## src/rtl/kdp_pkg.sv

```systemverilog
// kdp_pkg: shared constants and helpers for the keyboard/display port.
// Assumes byte-wide registers on a 4-byte aligned window.
package kdp_pkg;

    localparam int DATA_W = 8;
    localparam int OFFS_W = 2;

    // Register select, value equals the address offset
    typedef enum logic [OFFS_W-1:0] {
        SEL_KEY  = 2'd0,
        SEL_DISP = 2'd1,
        SEL_STAT = 2'd2,
        SEL_CTRL = 2'd3
    } reg_sel_e;

    // Status bit positions
    localparam int ST_KWAIT = 0;
    localparam int ST_DRDY  = 1;
    localparam int ST_KREQ  = 6;
    localparam int ST_DREQ  = 7;

    // Control bit positions
    localparam int CT_DEN = 1;
    localparam int CT_KEN = 2;

    // Assemble the status byte from the flags and enables
    function automatic logic [DATA_W-1:0] status_byte(
        input logic kwait, input logic drdy,
        input logic ken,   input logic den);
        logic [DATA_W-1:0] s;
        s = '0;
        s[ST_KWAIT] = kwait;
        s[ST_DRDY]  = drdy;
        s[ST_KREQ]  = kwait & ken;
        s[ST_DREQ]  = drdy & den;
        return s;
    endfunction

    // Assemble the control byte; unused bits are zero
    function automatic logic [DATA_W-1:0] control_byte(
        input logic ken, input logic den);
        logic [DATA_W-1:0] c;
        c = '0;
        c[CT_KEN] = ken;
        c[CT_DEN] = den;
        return c;
    endfunction

endpackage

```

## src/rtl/kdp_decode.sv

```systemverilog
// kdp_decode: compares the upper address bits with the base address and
// returns a register select from the low bits.
// Assumes BASE_ADDR is aligned to the 4-byte register window.
module kdp_decode
    import kdp_pkg::*;
#(
    parameter int                ADDR_W    = 32,
    parameter logic [ADDR_W-1:0] BASE_ADDR = 32'h0000_4000
) (
    input  logic [ADDR_W-1:0] addr,
    output logic              hit,
    output reg_sel_e          sel
);

    // Window match and register select
    always_comb begin
        hit = (addr[ADDR_W-1:OFFS_W] == BASE_ADDR[ADDR_W-1:OFFS_W]);
        sel = reg_sel_e'(addr[OFFS_W-1:0]);
    end

endmodule

```

## src/rtl/kdp_handshake.sv

```systemverilog
// kdp_handshake: turns a master-ready request into exactly one access and a
// one-cycle slave-ready answer. It also captures read data for that answer.
// Assumes the master holds address, direction and data until slave-ready.
module kdp_handshake
    import kdp_pkg::*;
(
    input  logic              clk,
    input  logic              rst_n,
    input  logic              mrdy,
    input  logic              rnw,
    input  logic              hit,
    input  logic [DATA_W-1:0] rd_mux,
    output logic              acc_rd,
    output logic              acc_wr,
    output logic              srdy,
    output logic [DATA_W-1:0] rdata
);

    logic acc;

    // An access fires once per request; a pending answer blocks a repeat
    always_comb begin
        acc    = mrdy & hit & ~srdy;
        acc_rd = acc & rnw;
        acc_wr = acc & ~rnw;
    end

    // Answer pulse and captured read data
    always_ff @(posedge clk) begin
        if (!rst_n) begin
            srdy  <= 1'b0;
            rdata <= '0;
        end else begin
            srdy <= acc;
            if (acc_rd) begin
                rdata <= rd_mux;
            end
        end
    end

endmodule

```

## src/rtl/kdp_kbd.sv

```systemverilog
// kdp_kbd: keyboard side. Holds the last key code and the key-waiting flag.
// A device strobe has priority over a software read in the same cycle.
module kdp_kbd
    import kdp_pkg::*;
(
    input  logic              clk,
    input  logic              rst_n,
    input  logic              key_valid,
    input  logic [DATA_W-1:0] key_char,
    input  logic              rd_key,
    output logic [DATA_W-1:0] key_q,
    output logic              kwait
);

    // Key code register: each strobe overwrites it
    always_ff @(posedge clk) begin
        if (!rst_n) begin
            key_q <= '0;
        end else if (key_valid) begin
            key_q <= key_char;
        end
    end

    // Key-waiting flag: set by a strobe, cleared by a read, strobe wins
    always_ff @(posedge clk) begin
        if (!rst_n) begin
            kwait <= 1'b0;
        end else if (key_valid) begin
            kwait <= 1'b1;
        end else if (rd_key) begin
            kwait <= 1'b0;
        end
    end

endmodule

```

## src/rtl/kdp_disp.sv

```systemverilog
// kdp_disp: display side. Holds the outgoing character, emits the load
// strobe and keeps the display-ready flag. A software write has priority
// over a done strobe in the same cycle.
module kdp_disp
    import kdp_pkg::*;
(
    input  logic              clk,
    input  logic              rst_n,
    input  logic              wr_disp,
    input  logic [DATA_W-1:0] wdata,
    input  logic              disp_done,
    output logic [DATA_W-1:0] disp_q,
    output logic              disp_load,
    output logic              drdy
);

    // Outgoing character and its load strobe
    always_ff @(posedge clk) begin
        if (!rst_n) begin
            disp_q    <= '0;
            disp_load <= 1'b0;
        end else begin
            disp_load <= wr_disp;
            if (wr_disp) begin
                disp_q <= wdata;
            end
        end
    end

    // Display-ready flag: idle display is ready out of reset
    always_ff @(posedge clk) begin
        if (!rst_n) begin
            drdy <= 1'b1;
        end else if (wr_disp) begin
            drdy <= 1'b0;
        end else if (disp_done) begin
            drdy <= 1'b1;
        end
    end

endmodule

```

## src/rtl/kdp_ctrl.sv

```systemverilog
// kdp_ctrl: the two interrupt enables written through the control byte.
module kdp_ctrl (
    input  logic clk,
    input  logic rst_n,
    input  logic wr_ctrl,
    input  logic ken_d,
    input  logic den_d,
    output logic ken,
    output logic den
);

    // Enable bits, both cleared by reset
    always_ff @(posedge clk) begin
        if (!rst_n) begin
            ken <= 1'b0;
            den <= 1'b0;
        end else if (wr_ctrl) begin
            ken <= ken_d;
            den <= den_d;
        end
    end

endmodule

```

## src/rtl/kbd_disp_port.sv

```systemverilog
// kbd_disp_port: memory-mapped keyboard/display port with four byte
// registers (key code, display character, status, control). It uses a
// master-ready/slave-ready handshake and one shared interrupt output.
// Assumes single-beat byte accesses and one-cycle device strobes.
module kbd_disp_port
    import kdp_pkg::*;
#(
    parameter int                ADDR_W    = 32,
    parameter logic [ADDR_W-1:0] BASE_ADDR = 32'h0000_4000
) (
    input  logic              clk,
    input  logic              rst_n,
    input  logic [ADDR_W-1:0] bus_addr,
    input  logic              bus_rnw,
    input  logic [DATA_W-1:0] bus_wdata,
    input  logic              bus_mrdy,
    output logic [DATA_W-1:0] bus_rdata,
    output logic              bus_srdy,
    input  logic              key_valid,
    input  logic [DATA_W-1:0] key_char,
    input  logic              disp_done,
    output logic [DATA_W-1:0] disp_char,
    output logic              disp_load,
    output logic              irq
);

    logic              hit;
    reg_sel_e          sel;
    logic              acc_rd;
    logic              acc_wr;
    logic [DATA_W-1:0] rd_mux;
    logic [DATA_W-1:0] key_q;
    logic              kwait;
    logic              drdy;
    logic              ken;
    logic              den;
    logic              rd_key;
    logic              wr_disp;
    logic              wr_ctrl;

    kdp_decode #(
        .ADDR_W    (ADDR_W),
        .BASE_ADDR (BASE_ADDR)
    ) u_decode (
        .addr (bus_addr),
        .hit  (hit),
        .sel  (sel)
    );

    kdp_handshake u_hs (
        .clk    (clk),
        .rst_n  (rst_n),
        .mrdy   (bus_mrdy),
        .rnw    (bus_rnw),
        .hit    (hit),
        .rd_mux (rd_mux),
        .acc_rd (acc_rd),
        .acc_wr (acc_wr),
        .srdy   (bus_srdy),
        .rdata  (bus_rdata)
    );

    // Per-register strobes; writes at the key and status offsets go nowhere
    always_comb begin
        rd_key  = acc_rd & (sel == SEL_KEY);
        wr_disp = acc_wr & (sel == SEL_DISP);
        wr_ctrl = acc_wr & (sel == SEL_CTRL);
    end

    kdp_kbd u_kbd (
        .clk       (clk),
        .rst_n     (rst_n),
        .key_valid (key_valid),
        .key_char  (key_char),
        .rd_key    (rd_key),
        .key_q     (key_q),
        .kwait     (kwait)
    );

    kdp_disp u_disp (
        .clk       (clk),
        .rst_n     (rst_n),
        .wr_disp   (wr_disp),
        .wdata     (bus_wdata),
        .disp_done (disp_done),
        .disp_q    (disp_char),
        .disp_load (disp_load),
        .drdy      (drdy)
    );

    kdp_ctrl u_ctrl (
        .clk     (clk),
        .rst_n   (rst_n),
        .wr_ctrl (wr_ctrl),
        .ken_d   (bus_wdata[CT_KEN]),
        .den_d   (bus_wdata[CT_DEN]),
        .ken     (ken),
        .den     (den)
    );

    // Read data selection by register offset
    always_comb begin
        unique case (sel)
            SEL_KEY:  rd_mux = key_q;
            SEL_DISP: rd_mux = disp_char;
            SEL_STAT: rd_mux = status_byte(kwait, drdy, ken, den);
            SEL_CTRL: rd_mux = control_byte(ken, den);
            default:  rd_mux = '0;
        endcase
    end

    // Shared request: either gated source raises it
    always_comb begin
        irq = (kwait & ken) | (drdy & den);
    end

endmodule

```

## config.mk

```make
export PLATFORM = sky130hd
export DESIGN_NAME = kbd_disp_port
export DESIGN_NICKNAME = d
export VERILOG_FILES = /design/src/rtl/kdp_pkg.sv /design/src/rtl/kdp_decode.sv /design/src/rtl/kdp_handshake.sv /design/src/rtl/kdp_kbd.sv /design/src/rtl/kdp_disp.sv /design/src/rtl/kdp_ctrl.sv /design/src/rtl/kbd_disp_port.sv
export SDC_FILE = /design/constraint.sdc
export NUM_CORES = 1
export LEC_CHECK = 0
export BUFFER_PORTS_ARGS = -buffer_cell sky130_fd_sc_hd__buf_4
export CAP_MARGIN = 15
export CORE_MARGIN = 3
export CORE_UTILIZATION = 25
export CTS_CLUSTER_SIZE = 28
export DETAILED_ROUTE_END_ITERATION = 8
export MAX_ROUTING_LAYER = met4
export PLACE_DENSITY = 0.47
export SETUP_SLACK_MARGIN = 0.02
export SYNTH_ARGS = -nofsm -noshare
export SYNTH_HDL_FRONTEND = slang
export SYNTH_SLANG_ARGS = --single-unit
export TNS_END_PERCENT = 30
```

## constraint.sdc

```tcl
create_clock -name clk -period 2.3 [get_ports clk]
set_input_delay 0.46 -clock clk [delete_from_list [all_inputs] [get_ports clk]]
set_output_delay 0.46 -clock clk [all_outputs]
set_load 0.01 [all_outputs]
```

-- Yosys cells after proc, flatten, opt, wreduce, memory -nomap -nowiden
Index checks and enable logic that the tools add are counted.
- register bits: 30
- bits of input ports: 54
- output and inout port bits: 19
- logic and storage cells: 33
- muxes and demuxes: 5
- bitwise operators: 12
- reduce and logical (&&, ||, !) cells: 3
- eq/ne operators: 4
- operators with widths (cell ; number):
    8-bit case mux with 4 select lines ; 1
    30-bit by 13-bit equality test with 1-bit output, second input constant ; 1
    1-bit bitwise AND ; 9
    2-bit equality test, second input constant ; 2
    1-bit two-way mux ; 4
    2-bit nonzero test ; 2
    2-bit by 1-bit equality test with 1-bit output, second input constant ; 1
    2-bit zero test ; 1
    1-bit inverter ; 2
    1-bit OR ; 1

-- Logic depth before layout (Yosys ltp)
Gate-level depths: netlist (run 1).
- depth after elaboration: 7
- depth in mapped cells: 5
- depth with buffers taken out: 4

-- By module
From an unflattened synthesis (run 1), not the netlist that was laid out.
- cell total of the unflattened synthesis: 144
- area total of the unflattened synthesis: 1453.9 um2
- modules (own cells, without submodules) (module ; sequential area each (um2) ; area each (um2) ; cells each ; times used):
    kdp_handshake ; 180.2 ; 367.9 ; 40 ; 1
    kdp_disp ; 200.2 ; 357.8 ; 30 ; 1
    kdp_kbd ; 180.2 ; 335.3 ; 28 ; 1
    kbd_disp_port ; 0.0 ; 207.7 ; 27 ; 1
    kdp_decode ; 0.0 ; 112.6 ; 13 ; 1
    kdp_ctrl ; 40.0 ; 72.6 ; 6 ; 1

-- Worst setup path after synthesis (run 1)
OpenSTA, ideal clock, no wires.
- kind: input to register
- start point: input bus_addr[28]
- end point: register u_kbd.kwait
- data arrival time: 1603 ps
- stages: 5
- data required time: 2181 ps
- setup time: 119 ps
- path buffers: 1
- path slack: 579 ps
- path through: nor4b_2 > nand4_1 > or3_1 > buf_6 > o221a_1
- cells in the longest elaborated chain, start to end: 6
- ends and longest elaborated chain (element ; RTL line ; source):
    from (decl) ; kbd_disp_port.sv:13 ; input logic [ADDR_W-1:0] bus_addr,
    30-bit by 13-bit equality test with 1-bit output ; kdp_decode.sv:17 ; hit = (addr[ADDR_W-1:OFFS_W] == BASE_ADDR[ADDR_W-1:OFFS_W]);
    1-bit bitwise AND (2 in a row) ; kdp_handshake.sv:23 ; acc = mrdy & hit & ~srdy;
    1-bit bitwise AND ; kdp_handshake.sv:24 ; acc_rd = acc & rnw;
    1-bit bitwise AND ; kbd_disp_port.sv:65 ; rd_key = acc_rd & (sel == SEL_KEY);
    2-bit nonzero test (no line) ; n/a ;
    to (signal assigned) ; kdp_kbd.sv:27 ; kwait <= 1'b0;
    to (signal assigned) ; kdp_kbd.sv:29 ; kwait <= 1'b1;
    to (signal assigned) ; kdp_kbd.sv:31 ; kwait <= 1'b0;
    to (decl) ; kdp_kbd.sv:12 ; output logic kwait
No other way between the ends.
A chain may end at the register's enable or synchronous reset.

-- Worst setup path after layout (run 1)
- start point: input bus_addr[12]
- end point: register u_ctrl.ken
- cells in the longest elaborated chain, start to end: 5
- ends and longest elaborated chain (element ; RTL line ; source):
    30-bit by 13-bit equality test with 1-bit output ; kdp_decode.sv:17 ;
    1-bit bitwise AND (2 in a row) ; kdp_handshake.sv:23 ;
    1-bit bitwise AND ; kdp_handshake.sv:25 ; acc_wr = acc & ~rnw;
    1-bit bitwise AND ; kbd_disp_port.sv:67 ; wr_ctrl = acc_wr & (sel == SEL_CTRL);
    to (signal assigned) ; kdp_ctrl.sv:18 ; ken <= ken_d;
    to (decl) ; kdp_ctrl.sv:8 ; output logic ken,
No other way between the ends.

==> results.toml, run 1 <==
[grt]
track_usage_pct = 12.9
grt_max_degree = 37
grt_antenna_before_repair = 0
grt_overflow = 0
first_global_vias = 1288
grt_pass1_wl_mm = 6.08

[synth]
synth_flop_cell = "dfxtp_1"
synth_top_area_cell = "dfxtp_1"
ys_top_cells_by_count = "mux2i_1, nand2_1, dfxtp_1"
netlist_area_um2 = 1400
seq_area_frac_synth_pct = 43.0
ys_ff_latch = 30
yosysWarnings = 0
netlist_instances = 152
synth_top_area_share_pct = 43.0
yosys-top-cells-area = "dfxtp_1, mux2i_1, nand2_1"
ys_types = 27
synth_nets = 206
synth_edf_count = 0
syn_area_per_cell_um2 = 9.19
synth-async-reset-ratio_pct = 0

[sta]
hold_viol_final = 0
finalSetupViolations = 0
layout_worst_path_cycle_share_pct = 75.8
rsz0062_at_grt = "no"
fin_crit_ps = 1740
holdWs_ps = 407
tns_ps = 0
max_clock_freq_mhz = 573
slew_viol_final = 0
slew_headroom_pct = 61.7
fin_skew_ps = 6.26
worstMarginPinSlew_ps = 570
layout_setup_ws_ps = 556

[floorplan]
die-width_um = 80.7
dieArea_um2 = 6520
die_h_um = 80.7
row_count = 26
coreArea_um2 = 5240
start_util_pct = 26.7
pin_count = 73

[clocking]
clk_path_buf_depth = 2
cts_num_sinks = 30
cts_resized = 0
insertion_delay_ps = 280
clkSlewWorstSetupHoldPaths_ps = 60
cts_htree_levels = 2
cts_root_buf = "clkbuf_8"
cts_setup_buffers = 0
cts_hold_buffers = 0
cts_tree = "yes"
numCtsBuffers = 5

[drt]
postRouteAntennaNets = 0
route.vias.total = 1255
route.detailed.drc = 0
avgRoutedWirePerCell_um = 12.7
drt_pre_antenna_iters = 4
first_iter_violations = 28
wirelength_mm = 3.79
viasPerCell = 4.21

[min_path]
min_delay_path_depth = 3
hold_end = "u_kbd.key_q[1]"
hp-start = "key_char[1]"
hp-class = "primary input to flop"

[placement]
pre_cts_slack_ps = 235
io_buffer_count = 72
post_dp_cell_area_um2 = 2020
hpwl_mm = 2.96
place.gp.congestion = 0.674

[run]
max_cap_viol_count = 0

[final_layout]
fin_util_pct = 40.3
drive_gt1_share_pct = 40.8
final_area_um2 = 2110
diodes = 0
finalNetCount = 281
areaGrowthSynthToFinish_pct = 51.3

[power]
powerDensity_nw_per_um2 = 519
irDropWorstVdd_uv = 233
p_leak_nw = 0.948

[outcome]
outcome = "finished, final reports clean"

[critical_path]
crit_fanout = 3
path_class = "primary input to flop"
arrival_ps = 1960
start_kind = "primary input"
worstPathRequired_ps = 2520
r2r_end = "u_ctrl.ken"
crit_path_end_kind = "flop"
reg2reg_depth = 5
rrSetupSlack_ps = 700
r2r_start = "u_hs.srdy"
-- stage by stage --
step / std cells / power [mW]
final: 298 / 1.10
after global routing: 298 / 1.15
after global placement: 290 / 0.677
after CTS: 298 / 1.12
after detailed placement: 290 / 0.677
after floorplan: 152 / 0.595
-- power by group --
| group | leakage (nW) | switching (mW) | total (mW) | internal (mW) |
|---|---|---|---|---|
| Sequential | 0.244 | 0.00552 | 0.535 | 0.529 |
| Combinational | 0.656 | 0.0496 | 0.129 | 0.0798 |
| Clock | 0.0482 | 0.192 | 0.433 | 0.241 |
-- final cells by class --
class	instances	area [um^2]
Clock buffer	7	86.3
Clock inverter	1	5.00
Fill cell	561	3120
Inverter	4	15.0
Multi-Input combinational cell	109	741
Sequential cell	30	601
Tap cell	70	87.6
Timing Repair Buffer	77	578
-- state kept, by name (all words and copies together), names as in the netlist --
name / cells
u_ctrl.ken: 1
u_ctrl.den: 1
u_kbd.key_q: 8
u_kbd.kwait: 1
u_disp.disp_q: 8
u_hs.srdy: 1
u_disp.disp_load: 1
u_disp.drdy: 1
u_hs.rdata: 8
-- cells in the final DEF (no fill, tap or decap), drive strengths merged --
master | Yosys | routed
mux4 | 1 | 1
nor2 | 11 | 11
nand3 | 3 | 3
nor4b | 2 | 2
o22ai | 1 | 1
a22o | 1 | 1
clkbuf | 6 | 7
nor3 | 1 | 1
nand2 | 31 | 31
clkinv | 1 | 2
or3 | 2 | 2
a21oi | 2 | 2
and2 | 1 | 1
o21ai | 4 | 4
mux2i | 31 | 31
dfxtp | 30 | 30
nand2b | 4 | 4
inv | 3 | 3
buf | 3 | 77
o221a | 1 | 1
nand4 | 2 | 2
or2 | 3 | 3
nor4 | 8 | 8
-- worst max-delay path by stage --
stage                      start               end  slack (ps)  cells past startpoint
global placement    bus_addr[12]  u_disp.disp_q[2]         260                      7
global route        bus_addr[12]        u_ctrl.ken         420                      6
detailed placement  bus_addr[12]        u_ctrl.ken         240                      6
floorplan           bus_addr[28]       u_kbd.kwait         580                      5
CTS                 bus_addr[12]        u_ctrl.ken         540                      6
finish              bus_addr[12]        u_ctrl.ken         560                      6
-- routing by layer --
| layer | vias to the layer above | routed length [um] | GRT usage, % |
|---|---|---|---|
| li1 | 679 | - | - |
| met1 | 540 | 1760 | 15.5 |
| met2 | 28 | 1740 | 19.4 |
| met3 | 8 | 209 | 4.43 |
| met4 | 0 | 74 | 6.08 |
| met5 | - | 0 | - |
-- critical path, cell delays in order --
cell and delay [ps]:
buf_4 110, nor4b_1 310, nand4_1 170, buf_4 170, nor4_1 490, mux2i_1 250
-- kinds of logic (layout without fill, tap and decap cells) --
group                  Yosys count  in the layout  share of synthesized area (%)
and+or+nand+nor                 68             68                           24.7
AOI/OAI and AO/OA                9              9                           4.03
buffers and inverters           13             89                           4.39
DFF                             30             30                           43.0
muxes                           32             32                           23.8
(Power assumes the default switching activity.)
==> inputs of run 2 (changes only) <==
- ABC_AREA: not set -> 1
- PLACE_DENSITY: 0.47 -> 0.49
- clock period: 2.3 -> 1.6 ns (I/O delays scaled with it)
==> run 2 against run 1 <==
Core utilization shrank 0.71 points. First-iteration DRC count grew 36%. Global-route usage is essentially flat. Critical path type is now flop to flop. Largest cell class unchanged. Highest routed layer unchanged.
==> results.toml, run 2 <==
[clocking]
cts_root_buf = "clkbuf_8"
clkSlewWorstSetupHoldPaths_ps = 60
cts_htree_levels = 2
cts_tree = "yes"
cts_num_sinks = 30
clk_path_buf_depth = 2
insertion_delay_ps = 270
numCtsBuffers = 5

[placement]
hpwl_mm = 3.08
io_buffer_count = 72
place.gp.congestion = 0.849
dpl.cell_count = 351

[sta]
hold_viol_final = 0
holdWs_ps = 271
layout_worst_path_cycle_share_pct = 88.8
fin_skew_ps = 3.26
finalSetupViolations = 0
worstMarginPinSlew_ps = 280
slew_headroom_pct = 81.3
slew_viol_final = 0
rsz0062_at_grt = "no"
fin_crit_ps = 1420
max_clock_freq_mhz = 704

[min_path]
min_delay_path_depth = 3
hp-class = "primary input to flop"
hold_end = "u_kbd.key_q[5]"
hp-start = "key_char[5]"

[outcome]
outcome = "finished, final reports clean"

[floorplan]
coreArea_um2 = 5200
pin_count = 73
die-width_um = 79.9
row_count = 26
dieArea_um2 = 6390
start_util_pct = 26.2
die_h_um = 79.9

[synth]
synth-async-reset-ratio_pct = 0
netlist_instances = 211
synth_top_area_share_pct = 44.0
ys_top_cells_by_count = "nor2_1, nand2_1, dfxtp_1"
seq_area_frac_synth_pct = 44.0
synthMostInstantiatedCell = "nor2_1"
synth_nets = 265
yosysWarnings = 0
yosys-top-cells-area = "dfxtp_1, nor2_1, nand2_1"
ys_types = 18
syn_area_per_cell_um2 = 6.48
netlist_area_um2 = 1370
synth_edf_count = 0
synth_flop_cell = "dfxtp_1"
synth_top_area_cell = "dfxtp_1"
ys_ff_latch = 30

[grt]
first_global_vias = 1350
grt_antenna_before_repair = 0
grt_use_met2_pct = 19.0
use_met1_pct = 17.0
track_usage_pct = 12.9
grt.met3_usage_pct = 4.51
grt_max_degree = 28
top_usage_layer = "met2"
grt_pass1_wl_mm = 6.25
grt_overflow = 0

[final_layout]
diodes = 0
layout_common_cells = "nor2_1, buf_4, nand2_1, dfxtp_1"
drive_gt1_share_pct = 28.8
finalNetCount = 342
top_regs = "u_disp.disp_q (8), u_hs.rdata (8), u_kbd.key_q (8)"
areaGrowthSynthToFinish_pct = 51.0
fin_cells = 358
final_common_cell = "nor2_1"
fin_util_pct = 39.6

[drt]
viasPerCell = 4.10
first_iter_violations = 38
avgRoutedWirePerCell_um = 10.7
route.detailed.drc = 0
wirelength_mm = 3.83
postRouteAntennaNets = 0
route.vias.total = 1469
drt_pre_antenna_iters = 4

[power]
powerDensity_nw_per_um2 = 725
p_leak_nw = 1.01
irDropWorstVdd_uv = 505

[critical_path]
path_class = "flop to flop"
worstPathRequired_ps = 1760
r2r_end = "u_hs.rdata[6]"
critPathBufInv = 0
cp_slowest_cell = "dfxtp_1"
crit_path_end_kind = "flop"
start_kind = "flop"
rrSetupSlack_ps = 180
crit_chain = "nor2_1 > nand2_1 > nor2_1 > nand2_1 > nor2_4 > nand2_1 > o21ai_0 > nor2_1"
crit_fanout = 9
arrival_ps = 1580
critical_path.top_delay_family = "simple AND/OR/NAND/NOR gates"
cpPeakStageDelay_ps = 310
reg2reg_depth = 8
r2r_start = "u_hs.srdy"

[run]
max_cap_viol_count = 0
[run 2: kinds of logic after synthesis]
family | Yosys count | synth area share, %
flops | 30 | 44.0
simple gates | 131 | 38.2
compound gates | 26 | 10.6
buf+inv | 24 | 7.23
[run 2: area by class of cell]
cell class | count | area, um^2
Inverter | 20 | 76.3
Clock buffer | 7 | 76.3
Fill cell | 594 | 3140
Multi-Input combinational cell | 157 | 667
Sequential cell | 30 | 601
Timing Repair Buffer | 74 | 556
Tap cell | 70 | 87.6
[run 2: worst max path at each step]
stage,startpoint,to,cells past startpoint
5_1_grt,u_hs.srdy,u_hs.rdata[1],8
3_3_place_gp,bus_addr[11],u_hs.rdata[2],9
3_5_place_dp,bus_addr[13],u_hs.rdata[1],9
2_1_floorplan,bus_addr[9],u_disp.drdy,9
4_1_cts,u_hs.srdy,u_hs.rdata[1],8
6_report,u_hs.srdy,u_hs.rdata[6],8
[run 2: worst min-delay path, stage by stage]
cell and delay, ps:
buf_4 70, nor2_1 30, nor2_1 80
[run 2: per-layer routing]
metal  part of all wire, %  vias to the layer above
li1                      -                      807
met1                    48                      620
met2                    46                       40
met3                   6.1                        2
met4                  0.50                        0
met5                     0                        -
[run 2: per-stage QoR]
step	cell area, um^2	setup TNS (ps)	worst slack (ps)	total power [mW]
floorplan	1370	0	281	0.846
global placement	1990	-8.09	-7.64	0.968
detailed placement	1990	-8.93	-7.17	0.969
CTS	2060	0	158	1.52
global route	2060	0	30.2	1.59
finish	2060	0	179	1.50
[run 2: what timing repair did]
action | CTS | global route
hold buffers | 0 | 0
setup buffers | 0 | 0
endpoints found under the setup margin | 0 | 1
gates resized for setup | 0 | 1
[run 2: report_power, final]
| group | internal (mW) | leakage, nW | switching, mW | total, mW |
|---|---|---|---|---|
| combinational | 0.107 | 0.731 | 0.0729 | 0.180 |
| clock | 0.298 | 0.0383 | 0.246 | 0.544 |
| sequential | 0.763 | 0.244 | 0.00809 | 0.771 |
